**src/rtl/mbx_seq_pkg.sv**
```systemverilog
package mbx_seq_pkg;

  localparam int unsigned WORD_W = 32;
  localparam int unsigned ERR_W  = 11;
  localparam int unsigned LEN_W  = 11;
  localparam int unsigned FILL_W = 11;
  localparam int unsigned OFS_W  = 4;

  localparam logic [OFS_W-1:0] OFS_CMD  = 4'd0;
  localparam logic [OFS_W-1:0] OFS_LAST = 4'd1;
  localparam logic [OFS_W-1:0] OFS_FREE = 4'd2;
  localparam logic [OFS_W-1:0] OFS_RSP  = 4'd5;
  localparam logic [OFS_W-1:0] OFS_STAT = 4'd6;
  localparam logic [OFS_W-1:0] OFS_IRQ  = 4'd8;

  typedef enum logic [3:0] {
    S_IDLE, S_FREE_RD, S_FREE_CHK, S_CMD_WR, S_SETTLE,
    S_IRQ_RD, S_IRQ_CHK, S_STAT_RD, S_STAT_CHK,
    S_RSP_RD, S_RSP_CHK, S_DONE
  } seq_state_t;

  function automatic logic [ERR_W-1:0] hdr_err(input logic [WORD_W-1:0] w);
    return w[ERR_W-1:0];
  endfunction

  function automatic logic [LEN_W-1:0] hdr_len(input logic [WORD_W-1:0] w);
    return w[12 +: LEN_W];
  endfunction

  function automatic logic stat_sop(input logic [WORD_W-1:0] w);
    return w[0];
  endfunction

  function automatic logic stat_eop(input logic [WORD_W-1:0] w);
    return w[1];
  endfunction

  function automatic logic [FILL_W-1:0] stat_fill(input logic [WORD_W-1:0] w);
    return w[2 +: FILL_W];
  endfunction

  // Decide whether a status word allows the next offset-5 read.
  function automatic logic stat_ready(input logic [WORD_W-1:0] w,
                                      input logic hdr_phase,
                                      input logic final_word);
    logic nz;
    nz = (stat_fill(w) != '0);
    if (hdr_phase)       return nz && stat_sop(w);
    else if (final_word) return stat_eop(w) && (stat_fill(w) == FILL_W'(1));
    else                 return nz;
  endfunction

endpackage

```
**src/rtl/mbx_poll_guard.sv**
```systemverilog
module mbx_poll_guard #(
  parameter int unsigned LIMIT = 1000
) (
  input  logic clk,
  input  logic rst_n,
  input  logic clear,
  input  logic miss,
  output logic expired
);
  localparam int unsigned CW = $clog2(LIMIT + 1);

  logic [CW-1:0] miss_cnt;

  assign expired = miss && (miss_cnt == CW'(LIMIT - 1));

  always_ff @(posedge clk) begin
    if (!rst_n)                miss_cnt <= '0;
    else if (clear || expired) miss_cnt <= '0;
    else if (miss)             miss_cnt <= miss_cnt + 1'b1;
  end


  guard_bound_chk: assert property (@(posedge clk) disable iff (!rst_n)
    miss_cnt < CW'(LIMIT));

endmodule

```
**src/rtl/mbx_settle_timer.sv**
```systemverilog
module mbx_settle_timer #(
  parameter int unsigned CYC = 3
) (
  input  logic clk,
  input  logic rst_n,
  input  logic load,
  input  logic run,
  output logic zero
);
  localparam int unsigned CW = $clog2(CYC + 1);

  logic [CW-1:0] remain;

  assign zero = (remain == '0);

  always_ff @(posedge clk) begin
    if (!rst_n)            remain <= '0;
    else if (load)         remain <= CW'(CYC - 1);
    else if (run && !zero) remain <= remain - 1'b1;
  end

endmodule

```
**src/rtl/mbx_txn_seq.sv**
```systemverilog
module mbx_txn_seq
  import mbx_seq_pkg::*;
#(
  parameter int unsigned ARGC_W     = 4,
  parameter int unsigned POLL_LIMIT = 1000,
  parameter int unsigned SETTLE_CYC = 3
) (
  input  logic              clk,
  input  logic              rst_n,
  input  logic              req_valid,
  output logic              req_ready,
  input  logic [31:0]       req_header,
  input  logic [ARGC_W-1:0] req_argc,
  input  logic              arg_valid,
  output logic              arg_ready,
  input  logic [31:0]       arg_data,
  output logic [3:0]        bus_addr,
  output logic              bus_write,
  output logic [31:0]       bus_wdata,
  output logic              bus_read,
  input  logic [31:0]       bus_rdata,
  output logic              res_valid,
  output logic [31:0]       res_data,
  output logic              res_last,
  output logic              done,
  output logic [10:0]       done_err,
  output logic [10:0]       done_count,
  output logic              done_timeout,
  output logic              busy
);
  localparam int unsigned WL_W = ARGC_W + 1;

  seq_state_t        state;
  logic [WORD_W-1:0] hdr_q;
  logic [WL_W-1:0]   words_left;
  logic              hdr_sent;
  logic              in_hdr;
  logic [LEN_W-1:0]  rsp_left;
  logic [ERR_W-1:0]  err_q;
  logic [LEN_W-1:0]  cnt_q;
  logic              tmo_q;

  // Named internal events
  logic accept, cmd_have, last_word, free_ok, irq_ok, stat_ok;
  logic poll_miss, poll_clear, poll_expired, settle_zero, settle_load;

  assign accept     = (state == S_IDLE) && req_valid;
  assign cmd_have   = !hdr_sent || arg_valid;
  assign last_word  = (words_left == WL_W'(1));
  assign free_ok    = (state == S_FREE_CHK) && (bus_rdata != '0);
  assign irq_ok     = (state == S_IRQ_CHK) && bus_rdata[0];
  assign stat_ok    = (state == S_STAT_CHK) &&
                      stat_ready(bus_rdata, in_hdr, rsp_left == LEN_W'(1));
  assign poll_miss  = ((state == S_FREE_CHK) && !free_ok) ||
                      ((state == S_IRQ_CHK)  && !irq_ok)  ||
                      ((state == S_STAT_CHK) && !stat_ok);
  assign poll_clear = accept || free_ok || irq_ok || stat_ok;
  assign settle_load = (state == S_CMD_WR) && cmd_have && !last_word;

  mbx_poll_guard #(.LIMIT(POLL_LIMIT)) u_guard (
    .clk(clk), .rst_n(rst_n), .clear(poll_clear),
    .miss(poll_miss), .expired(poll_expired)
  );

  mbx_settle_timer #(.CYC(SETTLE_CYC)) u_settle (
    .clk(clk), .rst_n(rst_n), .load(settle_load),
    .run(state == S_SETTLE), .zero(settle_zero)
  );

  // Port side
  assign req_ready = (state == S_IDLE);
  assign busy      = (state != S_IDLE);
  assign arg_ready = (state == S_CMD_WR) && hdr_sent;
  assign bus_write = (state == S_CMD_WR) && cmd_have;
  assign bus_wdata = hdr_sent ? arg_data : hdr_q;
  assign bus_read  = (state == S_FREE_RD) || (state == S_IRQ_RD) ||
                     (state == S_STAT_RD) || (state == S_RSP_RD);

  always_comb begin
    case (state)
      S_CMD_WR:  bus_addr = last_word ? OFS_LAST : OFS_CMD;
      S_FREE_RD: bus_addr = OFS_FREE;
      S_IRQ_RD:  bus_addr = OFS_IRQ;
      S_STAT_RD: bus_addr = OFS_STAT;
      S_RSP_RD:  bus_addr = OFS_RSP;
      default:   bus_addr = OFS_CMD;
    endcase
  end

  assign res_valid    = (state == S_RSP_CHK) && !in_hdr;
  assign res_data     = bus_rdata;
  assign res_last     = res_valid && (rsp_left == LEN_W'(1));
  assign done         = (state == S_DONE);
  assign done_err     = err_q;
  assign done_count   = cnt_q;
  assign done_timeout = tmo_q;

  always_ff @(posedge clk) begin
    if (!rst_n) begin
      state      <= S_IDLE;
      hdr_q      <= '0;
      words_left <= '0;
      hdr_sent   <= 1'b0;
      in_hdr     <= 1'b0;
      rsp_left   <= '0;
      err_q      <= '0;
      cnt_q      <= '0;
      tmo_q      <= 1'b0;
    end else begin
      case (state)
        S_IDLE: if (req_valid) begin
          hdr_q      <= req_header;
          words_left <= WL_W'(req_argc) + 1'b1;
          hdr_sent   <= 1'b0;
          err_q      <= '0;
          cnt_q      <= '0;
          tmo_q      <= 1'b0;
          state      <= S_FREE_RD;
        end
        S_FREE_RD: state <= S_FREE_CHK;
        S_FREE_CHK: begin
          if (free_ok)           state <= S_CMD_WR;
          else if (poll_expired) begin tmo_q <= 1'b1; state <= S_DONE; end
          else                   state <= S_FREE_RD;
        end
        S_CMD_WR: if (cmd_have) begin
          hdr_sent   <= 1'b1;
          words_left <= words_left - 1'b1;
          state      <= last_word ? S_IRQ_RD : S_SETTLE;
        end
        S_SETTLE: if (settle_zero) state <= S_FREE_RD;
        S_IRQ_RD: state <= S_IRQ_CHK;
        S_IRQ_CHK: begin
          if (irq_ok) begin in_hdr <= 1'b1; state <= S_STAT_RD; end
          else if (poll_expired) begin tmo_q <= 1'b1; state <= S_DONE; end
          else state <= S_IRQ_RD;
        end
        S_STAT_RD: state <= S_STAT_CHK;
        S_STAT_CHK: begin
          if (stat_ok)           state <= S_RSP_RD;
          else if (poll_expired) begin tmo_q <= 1'b1; state <= S_DONE; end
          else                   state <= S_STAT_RD;
        end
        S_RSP_RD: state <= S_RSP_CHK;
        S_RSP_CHK: begin
          if (in_hdr) begin
            in_hdr   <= 1'b0;
            err_q    <= hdr_err(bus_rdata);
            rsp_left <= hdr_len(bus_rdata);
            if (hdr_err(bus_rdata) != '0 || hdr_len(bus_rdata) == '0)
              state <= S_DONE;
            else
              state <= S_STAT_RD;
          end else begin
            cnt_q    <= cnt_q + 1'b1;
            rsp_left <= rsp_left - 1'b1;
            state    <= (rsp_left == LEN_W'(1)) ? S_DONE : S_STAT_RD;
          end
        end
        S_DONE:  state <= S_IDLE;
        default: state <= S_IDLE;
      endcase
    end
  end

  // ------------------------------------------------------------------
  // Observers built from bus traffic only, used by the assertions below
  // ------------------------------------------------------------------
  localparam int unsigned GW = $clog2(SETTLE_CYC + 1);

  logic              rd_free_q, rd_irq_q, rd_stat_q;
  logic              space_seen, irq_seen, fill_seen, wr_seen;
  logic [GW-1:0]     since_wr;
  logic [WL_W-1:0]   wr_cnt;
  logic [ARGC_W-1:0] argc_q;

  always_ff @(posedge clk) begin
    if (!rst_n) begin
      rd_free_q <= 1'b0; rd_irq_q <= 1'b0; rd_stat_q <= 1'b0;
      space_seen <= 1'b0; irq_seen <= 1'b0; fill_seen <= 1'b0;
      wr_seen <= 1'b0; since_wr <= '0; wr_cnt <= '0; argc_q <= '0;
    end else begin
      rd_free_q <= bus_read && (bus_addr == OFS_FREE);
      rd_irq_q  <= bus_read && (bus_addr == OFS_IRQ);
      rd_stat_q <= bus_read && (bus_addr == OFS_STAT);

      if (bus_write)                          space_seen <= 1'b0;
      else if (rd_free_q && bus_rdata != '0)  space_seen <= 1'b1;

      if (req_valid && req_ready)             irq_seen <= 1'b0;
      else if (rd_irq_q && bus_rdata[0])      irq_seen <= 1'b1;

      if (bus_read && bus_addr == OFS_RSP)    fill_seen <= 1'b0;
      else if (rd_stat_q)                     fill_seen <= (stat_fill(bus_rdata) != '0);

      if (req_valid && req_ready) begin
        wr_seen <= 1'b0; wr_cnt <= '0; argc_q <= req_argc;
      end else if (bus_write) begin
        wr_seen <= 1'b1; wr_cnt <= wr_cnt + 1'b1;
      end

      if (bus_write)                          since_wr <= '0;
      else if (since_wr != GW'(SETTLE_CYC))   since_wr <= since_wr + 1'b1;
    end
  end


  space_before_write_chk: assert property (@(posedge clk) disable iff (!rst_n)
    bus_write |-> space_seen);


  settle_gap_chk: assert property (@(posedge clk) disable iff (!rst_n)
    (bus_read && bus_addr == OFS_FREE && wr_seen) |-> (since_wr >= GW'(SETTLE_CYC)));


  last_word_count_chk: assert property (@(posedge clk) disable iff (!rst_n)
    (bus_write && bus_addr == OFS_LAST) |-> (wr_cnt == WL_W'(argc_q)));


  nothing_after_last_chk: assert property (@(posedge clk) disable iff (!rst_n)
    (bus_write && bus_addr == OFS_LAST) |=> !bus_write);


  irq_before_response_chk: assert property (@(posedge clk) disable iff (!rst_n)
    (bus_read && (bus_addr == OFS_RSP || bus_addr == OFS_STAT)) |-> irq_seen);


  fill_before_read_chk: assert property (@(posedge clk) disable iff (!rst_n)
    (bus_read && bus_addr == OFS_RSP) |-> fill_seen);


  error_no_data_chk: assert property (@(posedge clk) disable iff (!rst_n)
    (done && done_err != '0) |-> (done_count == '0));


  done_pulse_chk: assert property (@(posedge clk) disable iff (!rst_n)
    done |=> !done);

endmodule

```
**config.mk**
```make
export PLATFORM = sky130hd
export DESIGN_NAME = mbx_txn_seq
export DESIGN_NICKNAME = d
export VERILOG_FILES = /design/src/rtl/mbx_seq_pkg.sv /design/src/rtl/mbx_poll_guard.sv /design/src/rtl/mbx_settle_timer.sv /design/src/rtl/mbx_txn_seq.sv
export SDC_FILE = /design/constraint.sdc
export NUM_CORES = 1
export LEC_CHECK = 0
export BUFFER_PORTS_ARGS = -buffer_cell sky130_fd_sc_hd__buf_4
export CELL_PAD_IN_SITES_DETAIL_PLACEMENT = 0
export CELL_PAD_IN_SITES_GLOBAL_PLACEMENT = 1
export CORE_ASPECT_RATIO = 1.75
export CORE_MARGIN = 2
export CORE_UTILIZATION = 34
export CTS_CLUSTER_DIAMETER = 80
export DETAILED_ROUTE_END_ITERATION = 16
export PLACE_DENSITY_LB_ADDON = 0.12
export SYNTH_ARGS = -nofsm -noshare
export SYNTH_HDL_FRONTEND = slang
export SYNTH_SLANG_ARGS = --single-unit
```
**constraint.sdc**
```tcl
create_clock -name clk -period 3.4 [get_ports clk]
set_clock_uncertainty 0.1 [all_clocks]
set_input_delay 0.51 -clock clk [delete_from_list [all_inputs] [get_ports clk]]
set_output_delay 0.51 -clock clk [all_outputs]
set_load 0.01 [all_outputs]
```
==> metrics, run 1 <==
die height=165 um; Residual DRC=0; post-CTS sizing=0; fin nets=898; cts bufs inserted=9; grt total ovfl=0; CTS tree=done; Critical-path top delay cell=or4_1; Vias=between 4000 and 5000; io pins=203; leakage power=slightly below 3 nW; CTS H-Tree Depth=3; WP data required=3.51 ns; Commonest cells post-synth=nand2_1 (108), dfxtp_1 (89), nor2_1 (42); Post-synth EDFFs=0; gpl congestion=roughly 0.78; CP Capture Type=flop; Mapped Area=between 0.005 and 0.006 mm^2; gr usage total=0.185; worst vdd ir=0.203 mV; Placement Cell Area=0.00645 mm^2; Starting Density=0.348; Bufs and invs on worst path=1; most used flip-flop cell after synthesis=dfxtp_1; Gate Count Post-Synth=between 600 and 700; top-count cell post-synth=nand2_1; unrepaired setup endpoints after global routing=false; Die ar.=0.0158 mm^2; layout cell share with drive strength beyond 1=0.338; worst rel slew slack=0.569; Netlist cell types=60; initial DRC count=191; first-pass GRT wire length=23100 um; largest net degree at the start of global routing=44; post-CTS setup buffer count=0; final worst-path cycle share=0.832; Hold Vio Cnt, Final=0; clk slew on worst S/H paths=0.07 ns; Synth Register Bits=89; clock insertion delay at the later pin of the skew report=0.34 ns; drt first pass iters=4; Hold Crit Class=input pin to flop; sequential share of the synthesized area=0.355; Area growth, synth to finish=34.1%; Worst Path Arrival=~2.9 ns; f_max=~350 MHz; initial antenna violation count=0; Detailed Route WL=14700 um; cell taking the most area after synthesis=dfxtp_1; CP cell instances=buf_4, or4_1, or4_1, a221o_1, a22oi_4, mux2i_1, nor2_1; Antenna diodes=0; Reg2Reg Depth=8; pwr/cell area=385 mW/mm^2; Worst R2R Setup Slack=about 0.91 ns; design area=0.00673 mm^2; CP max stage delay=between 0.6 and 0.7 ns; status=completed; hold path start=req_header[2]; Synth Area per Inst=7.93 um^2; Synth top area share=0.355; most used cell, CP=or4_1; hold bufs inserted after CTS=0; via count of the first global-routing pass=4863; worst reg2reg startpoint=rsp_left[1]$_SDFFE_PN0P_; hold-critical path endpoint=hdr_q[2]$_SDFFE_PN0P_; setup tns final=0 ns; critical path type=input pin to flop; CTS root buffer=clkbuf_16; R2R Path End=u_guard.miss_cnt[1]$_SDFFE_PP0P_; core box area=0.0144 mm^2; hold path depth=3; CP Max Fanout=19; FFs w/ async S/R, synth=0; Syn Nets=745; Setup crit start=bus_rdata[3]; DR vias/cell=5.11; Longest Clk Path Bufs=2; routed length per placed instance=about 15 um; number of port buffers=202; crit-path leading delay family=simple AND/OR/NAND/NOR gates; worst-margin pin slew=around 0.64 ns; post-detail-place hpwl=11000 um; post-route ant nets=0; CTS Sinks=between 80 and 90; Final Setup Violations=0; Die W=about 96 um; crit path launch type=input pin; YS warnings=0; Period minus WS final=2.83 ns; Placement Rows=58; Area contributors post-synth=dfxtp_1 (36%), nand2_1 (8.1%), mux2_2 (7.2%), a21boi_0 (6.0%), buf_4 (4.9%); Slew Limit Fails=0; Max-Cap Viols=0
## kinds of logic (layout without fill, tap and decap cells)
logic type      Yosys count  in the layout  share of synthesized area
simple gates            250            250                      0.236
compound gates          152            152                      0.200
flops                    89             89                      0.355
buf+inv                  86            244                     0.0893
mux                      34             34                     0.0758
xor+xnor                 14             14                     0.0244
fa+ha+maj                 8              8                     0.0199
## placed cells by master (no fill, tap or decap), types with 2 or more instances in the layout
master | synthesis | routed
buf_4 | 33 | 213
nand2_1 | 108 | 108
dfxtp_1 | 89 | 89
nor2_1 | 42 | 42
a21oi_1 | 40 | 40
a21boi_0 | 40 | 40
mux2_2 | 32 | 32
nand3_1 | 28 | 28
o21ai_0 | 27 | 27
inv_1 | 14 | 14
nor3_1 | 14 | 14
xor2_1 | 11 | 11
or3_1 | 10 | 10
clkbuf_16 | 0 | 9
o21ai_1 | 8 | 8
ha_1 | 8 | 8
nand2b_1 | 7 | 7
and2_1 | 6 | 6
nor4_1 | 5 | 5
nand4_1 | 5 | 5
o22ai_1 | 4 | 4
and3_1 | 4 | 4
a21o_1 | 4 | 4
nor2b_1 | 3 | 3
and4_1 | 3 | 3
xnor2_1 | 3 | 3
a211oi_1 | 3 | 3
or4_1 | 3 | 3
o41ai_1 | 3 | 3
a31oi_1 | 3 | 3
a22oi_1 | 3 | 3
nor3b_1 | 2 | 2
or4_4 | 2 | 2
o211ai_1 | 2 | 2
o31ai_1 | 2 | 2
mux2i_1 | 2 | 2
clkinv_4 | 0 | 2
inv_6 | 0 | 2
## power by group
group	switching [W]	total, W	internal, W
combinational	0.000247	0.000506	0.000260
sequential	0.0000365	0.00112	0.00108
clock	0.000457	0.000965	0.000509
## worst register-to-register path, cell delays in order (launching register included)
cell,delay [ns]
dfxtp_1,0.41
inv_1,0.09
ha_1,0.21
nor3b_1,0.14
and4_1,0.25
a221o_1,0.39
a22oi_4,0.47
mux2i_1,0.26
nor2_1,0.05
## worst max path at each step
stage                     slack, ns  cells past startpoint                          endpoint
after detailed placement       0.22                      7  u_guard.miss_cnt[1]$_SDFFE_PP0P_
after CTS                      0.56                      7  u_guard.miss_cnt[1]$_SDFFE_PP0P_
after global routing           0.44                      4                          res_last
after global placement         0.27                      7  u_guard.miss_cnt[7]$_SDFFE_PP0P_
after floorplan                0.57                      7  u_guard.miss_cnt[1]$_SDFFE_PP0P_
final                          0.57                      7  u_guard.miss_cnt[1]$_SDFFE_PP0P_
## routing by layer
| metal | routed length (um) | GRT usage | share of wire |
|---|---|---|---|
| met4 | 150 | 0.0513 | 0.010 |
| met2 | 7900 | 0.355 | 0.54 |
| met1 | 5670 | 0.199 | 0.39 |
| met5 | 0 | 0 | 0 |
| met3 | 986 | 0.0338 | 0.067 |
## through the flow
step,setup WS (ns),instances,total power (W),util,hold slack [ns]
2_1_floorplan,0.574,633,0.00142,-,0.334
3_3_place_gp,0.268,955,0.00165,0.447,0.342
3_5_place_dp,0.220,955,0.00166,0.447,0.351
4_1_cts,0.561,971,0.00263,0.466,0.306
5_1_grt,0.441,971,0.00272,0.466,0.305
6_report,0.570,971,0.00259,0.466,0.317
## sequential cells by signal (all words and copies together), names as in the netlist
name,flops
state,4
in_hdr,1
rsp_left,11
hdr_sent,1
u_settle.remain,2
hdr_q,32
done_err,11
done_timeout,1
done_count,11
u_guard.miss_cnt,10
words_left,5
## cell type report
class,instances,area (um^2)
fillers,1448,7710
multi-input cells,458,2790
clock inverters,6,51.3
well taps,180,225
flip-flops and latches,89,1780
inverters,15,56.3
repair buffers,213,1600
clock buffers,10,229
Note: power is estimated with default switching activity, not from simulation.
==> run 2, diff against run 1 <==
--- a/config.mk
+++ b/config.mk
@@ -10,7 +10,7 @@
 export CELL_PAD_IN_SITES_GLOBAL_PLACEMENT = 1
 export CORE_ASPECT_RATIO = 1.75
 export CORE_MARGIN = 2
-export CORE_UTILIZATION = 34
+export CORE_UTILIZATION = 31
 export CTS_CLUSTER_DIAMETER = 80
 export DETAILED_ROUTE_END_ITERATION = 16
 export PLACE_DENSITY_LB_ADDON = 0.12
==> constraint.sdc (replaced) <==
create_clock -name clk -period 2.3 [get_ports clk]
set_clock_uncertainty 0.1 [all_clocks]
set_input_delay 0.345 -clock clk [delete_from_list [all_inputs] [get_ports clk]]
set_output_delay 0.345 -clock clk [all_outputs]
set_load 0.01 [all_outputs]
==> run 2 against run 1 <==
Against the previous run: the flow now finishes with violations (negative setup slack); via count up 4.8%; die area up 9.3%; register-to-register slack worse by 0.97 ns; critical path depth up 1; global-route usage down 0.80 points; total power up 59%; non-clock buffer count up 58; setup slack worse by 0.78 ns; sequential share of layout area down 2.1 points; first-iteration DRC count down 2.6%; highest routed layer unchanged.
==> metrics, run 2 (synthesized netlist as in run 1, its figures left out) <==
DR vias/cell=5.01; critical path type=input pin to flop; hold bufs inserted after CTS=0; worst vdd ir=0.435 mV; status=finished with violations; hold path start=req_header[0]; drt first pass iters=4; leakage power=3.23 nW; number of port buffers=202; Bufs and invs on worst path=2; core box area=0.0159 mm^2; Reg2Reg Depth=9; Longest Clk Path Bufs=2; CTS Sinks=89; crit-path leading delay family=simple AND/OR/NAND/NOR gates; final worst-path cycle share=1.09; final worst setup slack=-0.213 ns; Starting Density=0.316; cts bufs inserted=9; die height=around 170 um; Crit path depth=8; Antenna diodes=0; unrepaired setup endpoints after global routing=true; pwr/cell area=562 mW/mm^2; CP Max Fanout=8; commonest non-fill, non-tap cells in the layout=buf_4 (266), nand2_1 (108), dfxtp_1 (88); Die ar.=0.0173 mm^2; CP cell instances=buf_6, or4_4, or4_4, o32ai_4, a22oi_4, buf_12, or4b_1, a21oi_1; gpl congestion=0.773; Largest register FFs=32; first-pass GRT wire length=24500 um; routed length per placed instance=14.8 um; Worst R2R Setup Slack=-0.06 ns; most used cell, CP=or4_4; fin nets=956; io pins=approximately 200; WP data required=2.47 ns; CTS root buffer=clkbuf_16; Residual DRC=0; layout cell share with drive strength beyond 1=0.399; Period minus WS final=roughly 2.5 ns; CP Capture Type=flop; crit path launch type=input pin; Slew Limit Fails=0; Max-Cap Viols=0; Die W=roughly 100 um; hold path depth=3; f_max=398 MHz; Vias=5198; Hold WS=approximately 0.15 ns; clk slew on worst S/H paths=0.07 ns; Critical-path top delay cell=or4_4; CTS H-Tree Depth=3; commonest non-fill, non-tap cell in the layout=buf_4; initial DRC count=186; worst-margin pin slew=0.603 ns; Placement Rows=61; via count of the first global-routing pass=5188; post-route ant nets=0; hold-critical path endpoint=hdr_q[0]$_SDFFE_PN0P_; initial antenna violation count=0; Hold Vio Cnt, Final=0; Largest Register=hdr_q; R2R Path End=u_guard.miss_cnt[7]$_SDFFE_PP0P_; Final Setup Violations=11; worst reg2reg startpoint=rsp_left[1]$_SDFFE_PN0P_; gr usage total=0.177; CTS tree=done; worst rel slew slack=0.595; clock insertion delay at the later pin of the skew report=between 0.3 and 0.4 ns; Util after Layout=0.461; Hold Crit Class=input pin to flop; Area growth, synth to finish=45.9%; CP max stage delay=0.53 ns; failing checks=negative setup slack; largest net degree at the start of global routing=40; Detailed Route WL=15300 um; grt total ovfl=0; Worst Path Arrival=2.68 ns; post-detail-place hpwl=approximately 12000 um
-- run 2: changes by cell type in the layout (fill, tap and decap cells not counted), moves of 2 or more --
cell       previous run  this run
buf_4               213       266
a21oi_1              40        36
a21oi_2               0         4
buf_6                 0         3
buf_12                0         2
bufinv_16             0         2
-- run 2: final cells by class --
| type | instances | area, um^2 |
|---|---|---|
| Clock buffer | 9 | 225 |
| Clock inverter | 7 | 100 |
| Fill cell | 1606 | 8550 |
| Inverter | 15 | 56.3 |
| Multi-Input combinational cell | 458 | 2850 |
| Sequential cell | 89 | 1780 |
| Tap cell | 189 | 236 |
| Timing Repair Buffer | 271 | 2070 |
-- run 2: how the worst max path moves through the flow --
| stage | from | end |
|---|---|---|
| 2_1_floorplan | bus_rdata[7] | u_guard.miss_cnt[7]$_SDFFE_PP0P_ |
| 3_3_place_gp | bus_rdata[7] | u_guard.miss_cnt[7]$_SDFFE_PP0P_ |
| 3_5_place_dp | bus_rdata[7] | u_guard.miss_cnt[7]$_SDFFE_PP0P_ |
| 4_1_cts | bus_rdata[7] | u_guard.miss_cnt[7]$_SDFFE_PP0P_ |
| 5_1_grt | bus_rdata[7] | u_guard.miss_cnt[7]$_SDFFE_PP0P_ |
| 6_report | bus_rdata[7] | u_guard.miss_cnt[7]$_SDFFE_PP0P_ |
-- run 2: layer usage --
metal	routed length [um]	vias to the layer above	track usage
met5	0	-	0
li1	-	2601	-
met4	231	0	0.0572
met1	5920	2403	0.186
met3	929	17	0.0340
met2	8270	177	0.344
-- run 2: where the power goes --
group	internal (W)	switching (W)	leakage [nW]	total, W
Combinational	0.000449	0.000399	2.35	0.000848
Clock	0.000963	0.000663	0.160	0.00163
Sequential	0.00160	0.0000384	0.723	0.00164
-- run 2: per-stage QoR --
step	cells	TNS, ns	setup slack [ns]	instance area, um^2	power [W]
after global placement	1016	-6.07	-0.581	6880	0.00252
after floorplan	633	-2.64	-0.299	5030	0.00210
after CTS	1037	-1.32	-0.205	7280	0.00417
after global routing	1038	-2.11	-0.252	7320	0.00432
after detailed placement	1016	-6.77	-0.610	6880	0.00253
final	1038	-1.39	-0.213	7320	0.00411
-- run 2: timing repair --
action	4_1_cts	5_1_grt
resized for setup	7	9
pin swaps	10	0
buffers inserted	5	1
setup endpoints to repair	24	54
-- run 2: worst reg2reg max path: stages, from the launching register on --
cell and delay, ns:
dfxtp_1 0.31, inv_1 0.07, ha_1 0.16, nor3b_1 0.19
and4_1 0.29, a221o_1 0.27, a22oi_4 0.12, buf_12 0.15
or4b_1 0.49, a21oi_1 0.15
